## src/rtl/rn_pkg.sv

```systemverilog
package rn_pkg;
  localparam int RN_WIDTH       = 2;
  localparam int RN_SRC_PORTS   = 2 * RN_WIDTH;
  localparam int RN_TBL_PORTS   = RN_SRC_PORTS + RN_WIDTH;

  // Number of tags a group asks the pool for.
  function automatic logic [1:0] rn_demand(input logic [1:0] need);
    return {1'b0, need[0]} + {1'b0, need[1]};
  endfunction
endpackage

```

## src/rtl/rn_free_list.sv

```systemverilog
module rn_free_list #(
  parameter int PHYS_REGS  = 64,
  parameter int FIRST_FREE = 32,
  localparam int PW = $clog2(PHYS_REGS),
  localparam int CW = $clog2(PHYS_REGS + 1)
) (
  input  logic          clk,
  input  logic          rst_n,
  input  logic [1:0]    pop_n,
  input  logic          push,
  input  logic [PW-1:0] push_tag,
  output logic [PW-1:0] head0,
  output logic [PW-1:0] head1,
  output logic [CW-1:0] cnt
);
  localparam int INIT_CNT = PHYS_REGS - FIRST_FREE;

  logic [PW-1:0] pool [PHYS_REGS];
  logic [PW-1:0] rd_ptr, wr_ptr;

  function automatic logic [PW-1:0] adv(input logic [PW-1:0] p, input int n);
    int s;
    s = int'(p) + n;
    if (s >= PHYS_REGS) s = s - PHYS_REGS;
    return PW'(s);
  endfunction

  assign head0 = pool[rd_ptr];
  assign head1 = pool[adv(rd_ptr, 1)];

  always_ff @(posedge clk) begin
    if (!rst_n) begin
      for (int j = 0; j < PHYS_REGS; j++)
        pool[j] <= (j < INIT_CNT) ? PW'(FIRST_FREE + j) : '0;
      rd_ptr <= '0;
      wr_ptr <= adv('0, INIT_CNT);
      cnt    <= CW'(INIT_CNT);
    end else begin
      if (push) begin
        pool[wr_ptr] <= push_tag;
        wr_ptr       <= adv(wr_ptr, 1);
      end
      rd_ptr <= adv(rd_ptr, int'(pop_n));
      cnt    <= cnt + CW'(push) - CW'(pop_n);
    end
  end

  AST_NO_UNDERFLOW: assert property (@(posedge clk) disable iff (!rst_n)
    CW'(pop_n) <= cnt);
  AST_NO_OVERFLOW: assert property (@(posedge clk) disable iff (!rst_n)
    push |-> (int'(cnt) - int'(pop_n)) < PHYS_REGS);
  AST_POP_ADVANCES: assert property (@(posedge clk) disable iff (!rst_n)
    (pop_n == 2'd1) |=> head0 == $past(head1));
endmodule

```

## src/rtl/rn_map_table.sv

```systemverilog
module rn_map_table #(
  parameter int ARCH_REGS = 32,
  parameter int PW        = 6,
  parameter int NRD       = 6,
  localparam int AW = $clog2(ARCH_REGS)
) (
  input  logic          clk,
  input  logic          rst_n,
  input  logic [AW-1:0] rd_addr [NRD],
  output logic [PW-1:0] rd_data [NRD],
  input  logic [1:0]    we,
  input  logic [AW-1:0] wa [2],
  input  logic [PW-1:0] wd [2]
);
  logic [PW-1:0] map [ARCH_REGS];

  genvar g;
  generate
    for (g = 0; g < NRD; g++) begin : g_rd
      assign rd_data[g] = map[rd_addr[g]];
    end
  endgenerate

  // Entry 0 is pinned; port 1 wins when both ports target one entry.
  always_ff @(posedge clk) begin
    if (!rst_n) begin
      for (int i = 0; i < ARCH_REGS; i++) map[i] <= PW'(i);
    end else begin
      for (int i = 1; i < ARCH_REGS; i++) begin
        if (we[1] && wa[1] == AW'(i))      map[i] <= wd[1];
        else if (we[0] && wa[0] == AW'(i)) map[i] <= wd[0];
      end
    end
  end

  AST_PORT1_LANDS: assert property (@(posedge clk) disable iff (!rst_n)
    (we[1] && wa[1] != '0) |=> map[$past(wa[1])] == $past(wd[1]));
  AST_ZERO_READS_ZERO: assert property (@(posedge clk) disable iff (!rst_n)
    (rd_addr[0] == '0) |-> rd_data[0] == '0);
endmodule

```

## src/rtl/rn_bypass.sv

```systemverilog
module rn_bypass #(
  parameter int AW = 5,
  parameter int PW = 6
) (
  input  logic [1:0]    slot_vld,
  input  logic [1:0]    has_dst,
  input  logic [AW-1:0] dst [2],
  input  logic [AW-1:0] srca [2],
  input  logic [AW-1:0] srcb [2],
  input  logic [PW-1:0] tbl_srca [2],
  input  logic [PW-1:0] tbl_srcb [2],
  input  logic [PW-1:0] tbl_old [2],
  input  logic [PW-1:0] head0,
  input  logic [PW-1:0] head1,
  output logic [1:0]    need,
  output logic [PW-1:0] psrca [2],
  output logic [PW-1:0] psrcb [2],
  output logic [PW-1:0] pdst [2],
  output logic [PW-1:0] pold [2],
  output logic [1:0]    pop_n
);
  genvar k;
  generate
    for (k = 0; k < 2; k++) begin : g_need
      assign need[k] = slot_vld[k] && has_dst[k] && (dst[k] != '0);
    end
  endgenerate

  assign pop_n = rn_pkg::rn_demand(need);

  logic hit_a, hit_b, hit_d;
  assign hit_a = need[0] && (dst[0] == srca[1]);
  assign hit_b = need[0] && (dst[0] == srcb[1]);
  assign hit_d = need[0] && (dst[0] == dst[1]);

  always_comb begin
    pdst[0]  = need[0] ? head0 : '0;
    pold[0]  = need[0] ? tbl_old[0] : '0;
    psrca[0] = slot_vld[0] ? tbl_srca[0] : '0;
    psrcb[0] = slot_vld[0] ? tbl_srcb[0] : '0;

    pdst[1]  = '0;
    pold[1]  = '0;
    if (need[1]) begin
      pdst[1] = need[0] ? head1 : head0;
      pold[1] = hit_d ? pdst[0] : tbl_old[1];
    end
    psrca[1] = '0;
    psrcb[1] = '0;
    if (slot_vld[1]) begin
      psrca[1] = hit_a ? pdst[0] : tbl_srca[1];
      psrcb[1] = hit_b ? pdst[0] : tbl_srcb[1];
    end
  end
endmodule

```

## src/rtl/reg_renamer2.sv

```systemverilog
module reg_renamer2 #(
  parameter int ARCH_REGS = 32,
  parameter int PHYS_REGS = 64,
  localparam int AW = $clog2(ARCH_REGS),
  localparam int PW = $clog2(PHYS_REGS)
) (
  input  logic          clk,
  input  logic          rst_n,
  input  logic          in_valid,
  output logic          in_ready,
  input  logic [1:0]    in_slot_vld,
  input  logic [2*AW-1:0] in_src_a,
  input  logic [2*AW-1:0] in_src_b,
  input  logic [2*AW-1:0] in_dst,
  input  logic [1:0]    in_has_dst,
  output logic          out_valid,
  input  logic          out_ready,
  output logic [2*PW-1:0] out_psrc_a,
  output logic [2*PW-1:0] out_psrc_b,
  output logic [2*PW-1:0] out_pdst,
  output logic [2*PW-1:0] out_pold,
  output logic [1:0]    out_renamed,
  input  logic          rel_valid,
  input  logic [PW-1:0] rel_tag
);
  localparam int CW   = $clog2(PHYS_REGS + 1);
  localparam int NRD  = rn_pkg::RN_TBL_PORTS;

  logic [AW-1:0] srca [2], srcb [2], dst [2];
  logic [AW-1:0] rd_addr [NRD];
  logic [PW-1:0] rd_data [NRD];
  logic [PW-1:0] tbl_srca [2], tbl_srcb [2], tbl_old [2];
  logic [PW-1:0] psrca [2], psrcb [2], pdst [2], pold [2];
  logic [PW-1:0] wd [2];
  logic [PW-1:0] head0, head1;
  logic [CW-1:0] fl_cnt;
  logic [1:0]    need, demand, pop_n, we;
  logic          free_ok, fire;

  genvar k;
  generate
    for (k = 0; k < 2; k++) begin : g_slot
      assign srca[k] = in_src_a[k*AW +: AW];
      assign srcb[k] = in_src_b[k*AW +: AW];
      assign dst[k]  = in_dst[k*AW +: AW];
      // Table ports: sources 0..3, old destinations 4..5.
      assign rd_addr[2*k]     = srca[k];
      assign rd_addr[2*k + 1] = srcb[k];
      assign rd_addr[4 + k]   = dst[k];
      assign tbl_srca[k] = rd_data[2*k];
      assign tbl_srcb[k] = rd_data[2*k + 1];
      assign tbl_old[k]  = rd_data[4 + k];
      assign out_psrc_a[k*PW +: PW] = psrca[k];
      assign out_psrc_b[k*PW +: PW] = psrcb[k];
      assign out_pdst[k*PW +: PW]   = pdst[k];
      assign out_pold[k*PW +: PW]   = pold[k];
      assign we[k] = fire && need[k];
      assign wd[k] = pdst[k];
    end
  endgenerate

  assign free_ok     = fl_cnt >= CW'(2);
  assign out_valid   = in_valid && free_ok;
  assign in_ready    = out_ready && free_ok;
  assign fire        = in_valid && in_ready;
  assign pop_n       = fire ? demand : 2'd0;
  assign out_renamed = need;

  rn_map_table #(.ARCH_REGS(ARCH_REGS), .PW(PW), .NRD(NRD)) u_map (
    .clk(clk), .rst_n(rst_n), .rd_addr(rd_addr), .rd_data(rd_data),
    .we(we), .wa(dst), .wd(wd)
  );

  rn_free_list #(.PHYS_REGS(PHYS_REGS), .FIRST_FREE(ARCH_REGS)) u_pool (
    .clk(clk), .rst_n(rst_n), .pop_n(pop_n), .push(rel_valid),
    .push_tag(rel_tag), .head0(head0), .head1(head1), .cnt(fl_cnt)
  );

  rn_bypass #(.AW(AW), .PW(PW)) u_byp (
    .slot_vld(in_slot_vld), .has_dst(in_has_dst), .dst(dst),
    .srca(srca), .srcb(srcb), .tbl_srca(tbl_srca), .tbl_srcb(tbl_srcb),
    .tbl_old(tbl_old), .head0(head0), .head1(head1), .need(need),
    .psrca(psrca), .psrcb(psrcb), .pdst(pdst), .pold(pold), .pop_n(demand)
  );

  AST_HOLD_WHEN_IDLE: assert property (@(posedge clk) disable iff (!rst_n)
    (!fire && !rel_valid) |=> fl_cnt == $past(fl_cnt));
  AST_DISTINCT_TAGS: assert property (@(posedge clk) disable iff (!rst_n)
    (fire && need == 2'b11) |-> pdst[0] != pdst[1]);
  AST_NONZERO_TAG: assert property (@(posedge clk) disable iff (!rst_n)
    (fire && need[0]) |-> pdst[0] != '0);
  AST_GROUP_RAW: assert property (@(posedge clk) disable iff (!rst_n)
    (fire && need[0] && in_slot_vld[1] && srca[1] == dst[0]) |-> psrca[1] == pdst[0]);
  AST_BACKPRESSURE: assert property (@(posedge clk) disable iff (!rst_n)
    (!out_ready && !rel_valid) |=> fl_cnt == $past(fl_cnt));
endmodule

```

## config.mk

```make
export PLATFORM = sky130hd
export DESIGN_NAME = reg_renamer2
export DESIGN_NICKNAME = d
export VERILOG_FILES = /design/src/rtl/rn_pkg.sv /design/src/rtl/rn_free_list.sv /design/src/rtl/rn_map_table.sv /design/src/rtl/rn_bypass.sv /design/src/rtl/reg_renamer2.sv
export SDC_FILE = /design/constraint.sdc
export NUM_CORES = 2
export LEC_CHECK = 0
export BUFFER_PORTS_ARGS = -buffer_cell sky130_fd_sc_hd__buf_4
export CAP_MARGIN = 20
export CORE_MARGIN = 4
export CORE_UTILIZATION = 51
export CTS_CLUSTER_DIAMETER = 100
export DETAILED_ROUTE_END_ITERATION = 6
export GPL_TIMING_DRIVEN = 0
export MAX_ROUTING_LAYER = met4
export PLACE_DENSITY = 0.67
export RECOVER_POWER = 50
export SLEW_MARGIN = 20
export SYNTH_ARGS = -nofsm -noshare
export SYNTH_HDL_FRONTEND = slang
export SYNTH_SLANG_ARGS = --single-unit
```

## constraint.sdc

```tcl
create_clock -name clk -period 6.96 [get_ports clk]
set_input_delay 1.044 -clock clk [delete_from_list [all_inputs] [get_ports clk]]
set_output_delay 1.044 -clock clk [all_outputs]
set_load 0.005 [all_outputs]
```

Word-level counts from Yosys, hierarchy flattened
Memories as Yosys holds them, arrays and structs flattened. A register that Yosys moved wholly into a read port is not among the register bits. Cells that the tools add are included.

Register bits: 19. Bits in latches: 0. Memory bits (writable): 576. ROM bits: 0. Output and inout port bits: 52. Memories: 2.

Memory list: u_pool.pool (depth 64, bits a word 6, rd ports 2, clocked after memory_dff 1, write ports 64, RTL line rn_free_list.sv:18) `logic [PW-1:0] pool [PHYS_REGS];`; u_map.map (depth 32, bits a word 6, rd ports 6, clocked after memory_dff 0, write ports 32, RTL line rn_map_table.sv:15) `logic [PW-1:0] map [ARCH_REGS];`.

$add $sub $neg: 9. Multiply operators: 0. Div/mod/pow operators: 0. Order comparisons: 4. Eq/ne operators: 65. Shift-type cells: 0. Multiplexer cells: 303. Bitwise gates (word level): 62. Reductions and logical operators: 77.

Operators with widths (count): 6-bit two-way mux (80); 1-bit two-way mux (222); 5-bit equality test (second input constant) (32); 5-bit by 4-bit equality test with 1-bit output (second input constant) (16); 1-bit logical AND (74); 1-bit bitwise OR (62); 5-bit by 3-bit equality test with 1-bit output (second input constant) (8); 7-bit >= comparator (second input constant) (3); 5-bit by 2-bit equality test with 1-bit output (second input constant) (4); 6-bit by 1-bit subtractor with 6-bit output (second input constant) (3); 5-bit equality test (3); 6-bit by 1-bit adder with 7-bit output (second input constant) (2); 5-bit by 1-bit equality test with 1-bit output (second input constant) (2); 5-bit nonzero test (2); 6-bit by 2-bit adder with 7-bit output (1); 7-bit by 1-bit adder with 7-bit output (1); 7-bit by 2-bit >= comparator with 1-bit output (second input constant) (1); 7-bit by 2-bit subtractor with 7-bit output (1); 6-bit OR reduction (1); 1-bit by 1-bit adder with 2-bit output (1); 2-bit two-way mux (1).

Longest topological paths before layout
Word-level depth: 10. Depth in mapped cells: 18.

Modules after synthesis
Synthesis repeated with hierarchy kept, for this count alone.

Cell total of the unflattened synthesis: 3133. Area, all modules: 41377.2 µm².

By module, submodules not included: rn_free_list (instances 1, cells an instance 1520, area an instance 21902.3 µm², seq. area each 11911.4 µm²); rn_map_table (instances 1, cells an instance 1470, area an instance 18494.0 µm², seq. area each 5585.4 µm²); rn_bypass (instances 1, cells an instance 131, area an instance 900.9 µm², seq. area each 0.0 µm²); reg_renamer2 (instances 1, cells an instance 12, area an instance 80.1 µm², seq. area each 0.0 µm²).

Least setup slack after synthesis
OpenSTA, ideal clock, no wires.

Path kind: input to register. From: in in_dst[3]. To: reg u_pool.cnt[6]. Setup time: 128 ps. Arrival: 4255 ps. Required time: 6832 ps. Setup slack: 2577 ps. Cell stages on the path: 18. Path buffers: 2. Path through: buf_2 > nor4_1 > a21o_1 > inv_1 > clkbuf_1 > ha_1 > and2_1 > ha_1 > inv_1 > ha_1 > fa_1 > a21oi_1 > o21bai_1 > a21oi_1 > nor2_1 > nor2_1 > xnor2_1 > nor2_1.

Longest elaborated chain between the ends: 5.

RTL lines: start: declaration (RTL line reg_renamer2.sv:14) `input logic [2*AW-1:0] in_dst,`; 5-bit nonzero test (RTL line rn_bypass.sv:25) `assign need[k] = slot_vld[k] && has_dst[k] && (dst[k] != '0);`; 1-bit logical AND (RTL line rn_bypass.sv:25); named net out_renamed[0] (RTL line reg_renamer2.sv:22) `output logic [1:0] out_renamed,`; 1-bit by 1-bit adder with 2-bit output (RTL line rn_pkg.sv:8) `return {1'b0, need[0]} + {1'b0, need[1]};`; 2-bit two-way mux (RTL line reg_renamer2.sv:66) `assign pop_n = fire ? demand : 2'd0;`; 7-bit by 2-bit subtractor with 7-bit output (RTL line rn_free_list.sv:44) `cnt <= cnt + CW'(push) - CW'(pop_n);`; end signal: assignment (RTL line rn_free_list.sv:37) `cnt <= CW'(INIT_CNT);`; end signal: assignment (RTL line rn_free_list.sv:44); end: declaration (RTL line rn_free_list.sv:14) `output logic [CW-1:0] cnt`.

The timed path passes the listed nets, and every way through them passes these cells. A chain may end at the register's enable or synchronous reset.

Worst setup path in the final report
From: reg u_pool.rd_ptr[1]. To: out out_pdst[9].

Longest elaborated chain between the ends: 6. Elaborated cells between the ends (all ways): 7.

RTL lines: start: declaration (RTL line rn_free_list.sv:19) `logic [PW-1:0] rd_ptr, wr_ptr;`; start signal: assignment (RTL line rn_free_list.sv:43) `rd_ptr <= adv(rd_ptr, int'(pop_n));`; 6-bit by 1-bit adder with 7-bit output (*) (RTL line rn_free_list.sv:23) `s = int'(p) + n;`; 6-bit by 1-bit subtractor with 6-bit output or 7-bit >= comparator (tied branches) (RTL line rn_free_list.sv:24) `if (s >= PHYS_REGS) s = s - PHYS_REGS;`; 6-bit two-way mux (*) (RTL line rn_free_list.sv:24); memory read 64 x 6 bit (*); 6-bit two-way mux (*) (RTL line rn_bypass.sv:45) `pdst[1] = need[0] ? head1 : head0;`; 6-bit two-way mux (*) (RTL line rn_bypass.sv:44) `if (need[1]) begin`; end: declaration (RTL line reg_renamer2.sv:20) `output logic [2*PW-1:0] out_pdst,`.

Every way passes the cells marked *; elsewhere a longest branch is shown, timed or not.

==> summary.txt <==
Synth
  – Number of synthesized flops with an enable pin: 570
  – Avg Cell Area, Syn: 13.0 um2
  – Yosys warning count: 0
  – Area contributors post-synth: edfxtp_1, mux4_2, nor3_1
  – Post-synth top area cell: edfxtp_1
  – Yosys cell types: 83
  – Synth async-reset ratio: 0
  – Most frequent cells after synthesis: edfxtp_1, mux4_2, clkbuf_1
  – Net count after synthesis: 3205
  – Ys flop type: edfxtp_1
  – Most frequent cell after synthesis: edfxtp_1
  – Share of the synthesized area in the top cell type: 0.420
  – Post-synthesis sequential area ratio: 0.430
  – Synthesized flop and latch total: 589
  – Netlist Area Pre-Place: 40700 um2
  – Synth Instances: 3139

Setup path
  – Worst path bufs/invs: 5
  – Reg2Reg Capture Point: u_map.map[8][3]
  – Critical Path Start: u_pool.rd_ptr[1]
  – CP Class: reg -> out
  – Crit start category: register
  – Worst path max stage delay: 0.87 ns
  – CP arrival: 6.01 ns
  – Critical Path, Cell by Cell: buf_2 > buf_2 > nand3b_1 > o22ai_1 > a211oi_1 > a22o_1 > a22oi_2 > a311oi_2 > buf_2 > inv_1 > buf_4
  – R2R depth: 10
  – Reg2reg setup slack: 1.23 ns
  – CP most frequent cell: buf_2
  – Worst path required time: 5.92 ns
  – Worst Setup End Kind: primary output
  – R2R Path Start: u_pool.rd_ptr[1]
  – Critical Path Fanout Max: 10
  – Delay-heaviest family, CP: compound AO/OA/AOI/OAI gates
  – Slowest-stage cell, CP: a311oi_2

Run status
  – Status: finished with violations
  – Failing checks: design-rule violations, max-capacitance violations, max-slew violations, negative setup slack

Die
  – Die width: 291 um
  – Standard-cell row count: 103
  – Core area: 79000 um2
  – Starting Density: 0.515
  – Die area: 84400 um2
  – I/O pin count: 97
  – Die height: 291 um

Clocking
  – Max clock buf depth: 3
  – CTS H-tree lvls: 2
  – Post-CTS sizing: 0
  – Total clock sinks: 589
  – TritonCTS Buffers: 57
  – CTS clk-pin slew, worst paths: 0.07 ns
  – CTS Root Cell: clkbuf_16
  – Clk Latency, worst-skew pair: 0.67 ns
  – Hold_buf cts: 0
  – TritonCTS clock tree: yes
  – Post-CTS Setup Repair Bufs: 0

Global route
  – Initial antenna violation count: 14
  – First-pass GRT wire length: 280 mm
  – Largest net degree at the start of global routing: 16
  – Vias in the first global route: 34400
  – Total GRT Usage: 0.495
  – Remaining Overflow, GRT: 0

Job
  – Max Cap Violations: 2

Final layout
  – Fin nets: 3355
  – Area of the multi-input gates: 21500 um2
  – Fillers: 6536
  – Register Area: 17500 um2
  – Final Cell Area: 44500 um2
  – Fraction of layout instances using a drive strength above 1: 0.263
  – Synth-to-Final Area Change: 9.33%

Power
  – Power per cell area: 206 nW/um2
  – Leak pwr: 13.9 nW
  – Pwr Total: 9.16 mW
  – Worst vdd ir: 0.225 mV

Drt
  – Initial drt markers: 6716
  – WL/cell: 47.1 um
  – Post-route DRC: 6
  – Total Routed Length: 207 mm
  – Via count: 35700
  – DRT antenna net count: 0
  – First-pass detailed-route iteration total: 7
  – DR vias/cell: 8.13

Place
  – Cell area after placement: 42700 um2
  – Placer congestion estimate: 1.14
  – I/O Buffers: 83
  – Post-detail-place hpwl: 156 mm

STA
  – Actual slew at the worst max-slew pin: 1.63 ns
  – Final hold viol count: 0
  – Slew Viols, Final: 22
  – Total Neg Setup Slack: -0.108 ns
  – Final period demand of the worst path: 7.05 ns
  – RSZ-0062 raised after global routing: false
  – # setup viols final: 2
  – Fmax: 0.142 GHz
  – Hold WS: 0.571 ns
  – Worst clock skew: 0.0505 ns
  – Tcrit/Tclk final: 1.01
  – Rel. slew slack: -0.0834
  – Setup ws final: -0.0927 ns

Min path
  – Worst Hold Endpoint: u_pool.wr_ptr[0]
  – Hold path startpoint: u_pool.wr_ptr[0]
  – Min-delay worst type: reg -> reg
  – Worst hold stages: 2
==> routing by layer <==
metal	vias to the layer above	track usage	share of wire
met5	-	-	0
met2	4054	0.734	0.44
met4	0	0.449	0.13
li1	13100	-	-
met1	17200	0.535	0.29
met3	1369	0.147	0.14
==> power by group <==
group / switching (mW) / internal, mW / total, mW / leakage, nW
Clock: 1.43 / 1.62 / 3.06 / 0.834
Sequential: 0.159 / 4.01 / 4.17 / 5.52
Combinational: 1.20 / 0.740 / 1.94 / 7.51
==> worst register-to-register path, cell delays in order (launching register included) <==
cell      delay [ns]
dfxtp_1         0.42
buf_2           0.34
buf_2           0.55
nand3b_1        0.67
o22ai_1         0.20
a211oi_1        0.86
a22o_1          0.38
a22oi_2         0.32
a311oi_2        0.87
buf_2           0.51
a32oi_1         0.22
==> metrics by stage <==
step                setup WS [ns]   util  std cells
floorplan                    2.58      -       3139
global placement            0.348  0.540       4272
detailed placement          0.825  0.540       4273
CTS                         0.162  0.562       4374
global route                0.112  0.563       4392
finish                    -0.0927  0.563       4393
==> cells in the final DEF, fill, tap and decap left out, types with 40 or more instances in the layout <==
master and n:
o22ai_1 82, a22oi_1 59, nor3_1 199, clkbuf_1 250, mux2i_1 70, a21oi_1 58
clkbuf_16 57, and2_0 64, nor2_1 152, buf_2 81, and2_1 40, or3_1 92
edfxtp_1 570, o21ai_0 86, buf_4 93, nand3_1 79, mux2_2 55, mux4_2 496
nand2_1 190
==> worst max-delay path by stage <==
stage                     slack, ns            end  cells after the start
after floorplan                2.58  u_pool.cnt[6]                     18
after global placement         0.35    out_pdst[3]                     11
after detailed placement       0.82    out_pdst[3]                     11
after CTS                      0.16    out_pdst[3]                     11
after global routing           0.11    out_pdst[3]                     11
final                         -0.09    out_pdst[9]                     11
==> registers in the layout (all words and copies together), names as in the netlist <==
signal and cells:
u_pool.cnt 7, u_map.map 186, u_pool.pool 384, u_pool.rd_ptr 6, u_pool.wr_ptr 6
==> final cells by class <==
class / instances / share of cell area
multi-input cells: 2148 / 0.483
flip-flops and latches: 589 / 0.393
plain buffers: 366 / 0.0364
clock buffers: 75 / 0.0336
well taps: 1050 / 0.0295
repair buffers: 91 / 0.0149
clock inverters: 26 / 0.00557
inverters: 36 / 0.00304
diodes: 12 / 0.000675
==> logic make-up after synthesis <==
group                    count (synthesis)  share of synthesized area
AND/OR/NAND/NOR                        963                      0.119
multiplexers                           621                      0.307
flip-flops                             589                      0.430
AO/OA/AOI/OAI                          510                     0.0875
buffers and inverters                  402                     0.0426
XOR/XNOR                                33                    0.00728
adder cells (fa/ha/maj)                 21                    0.00682
No activity file was read; power rests on OpenSTA's default activity.
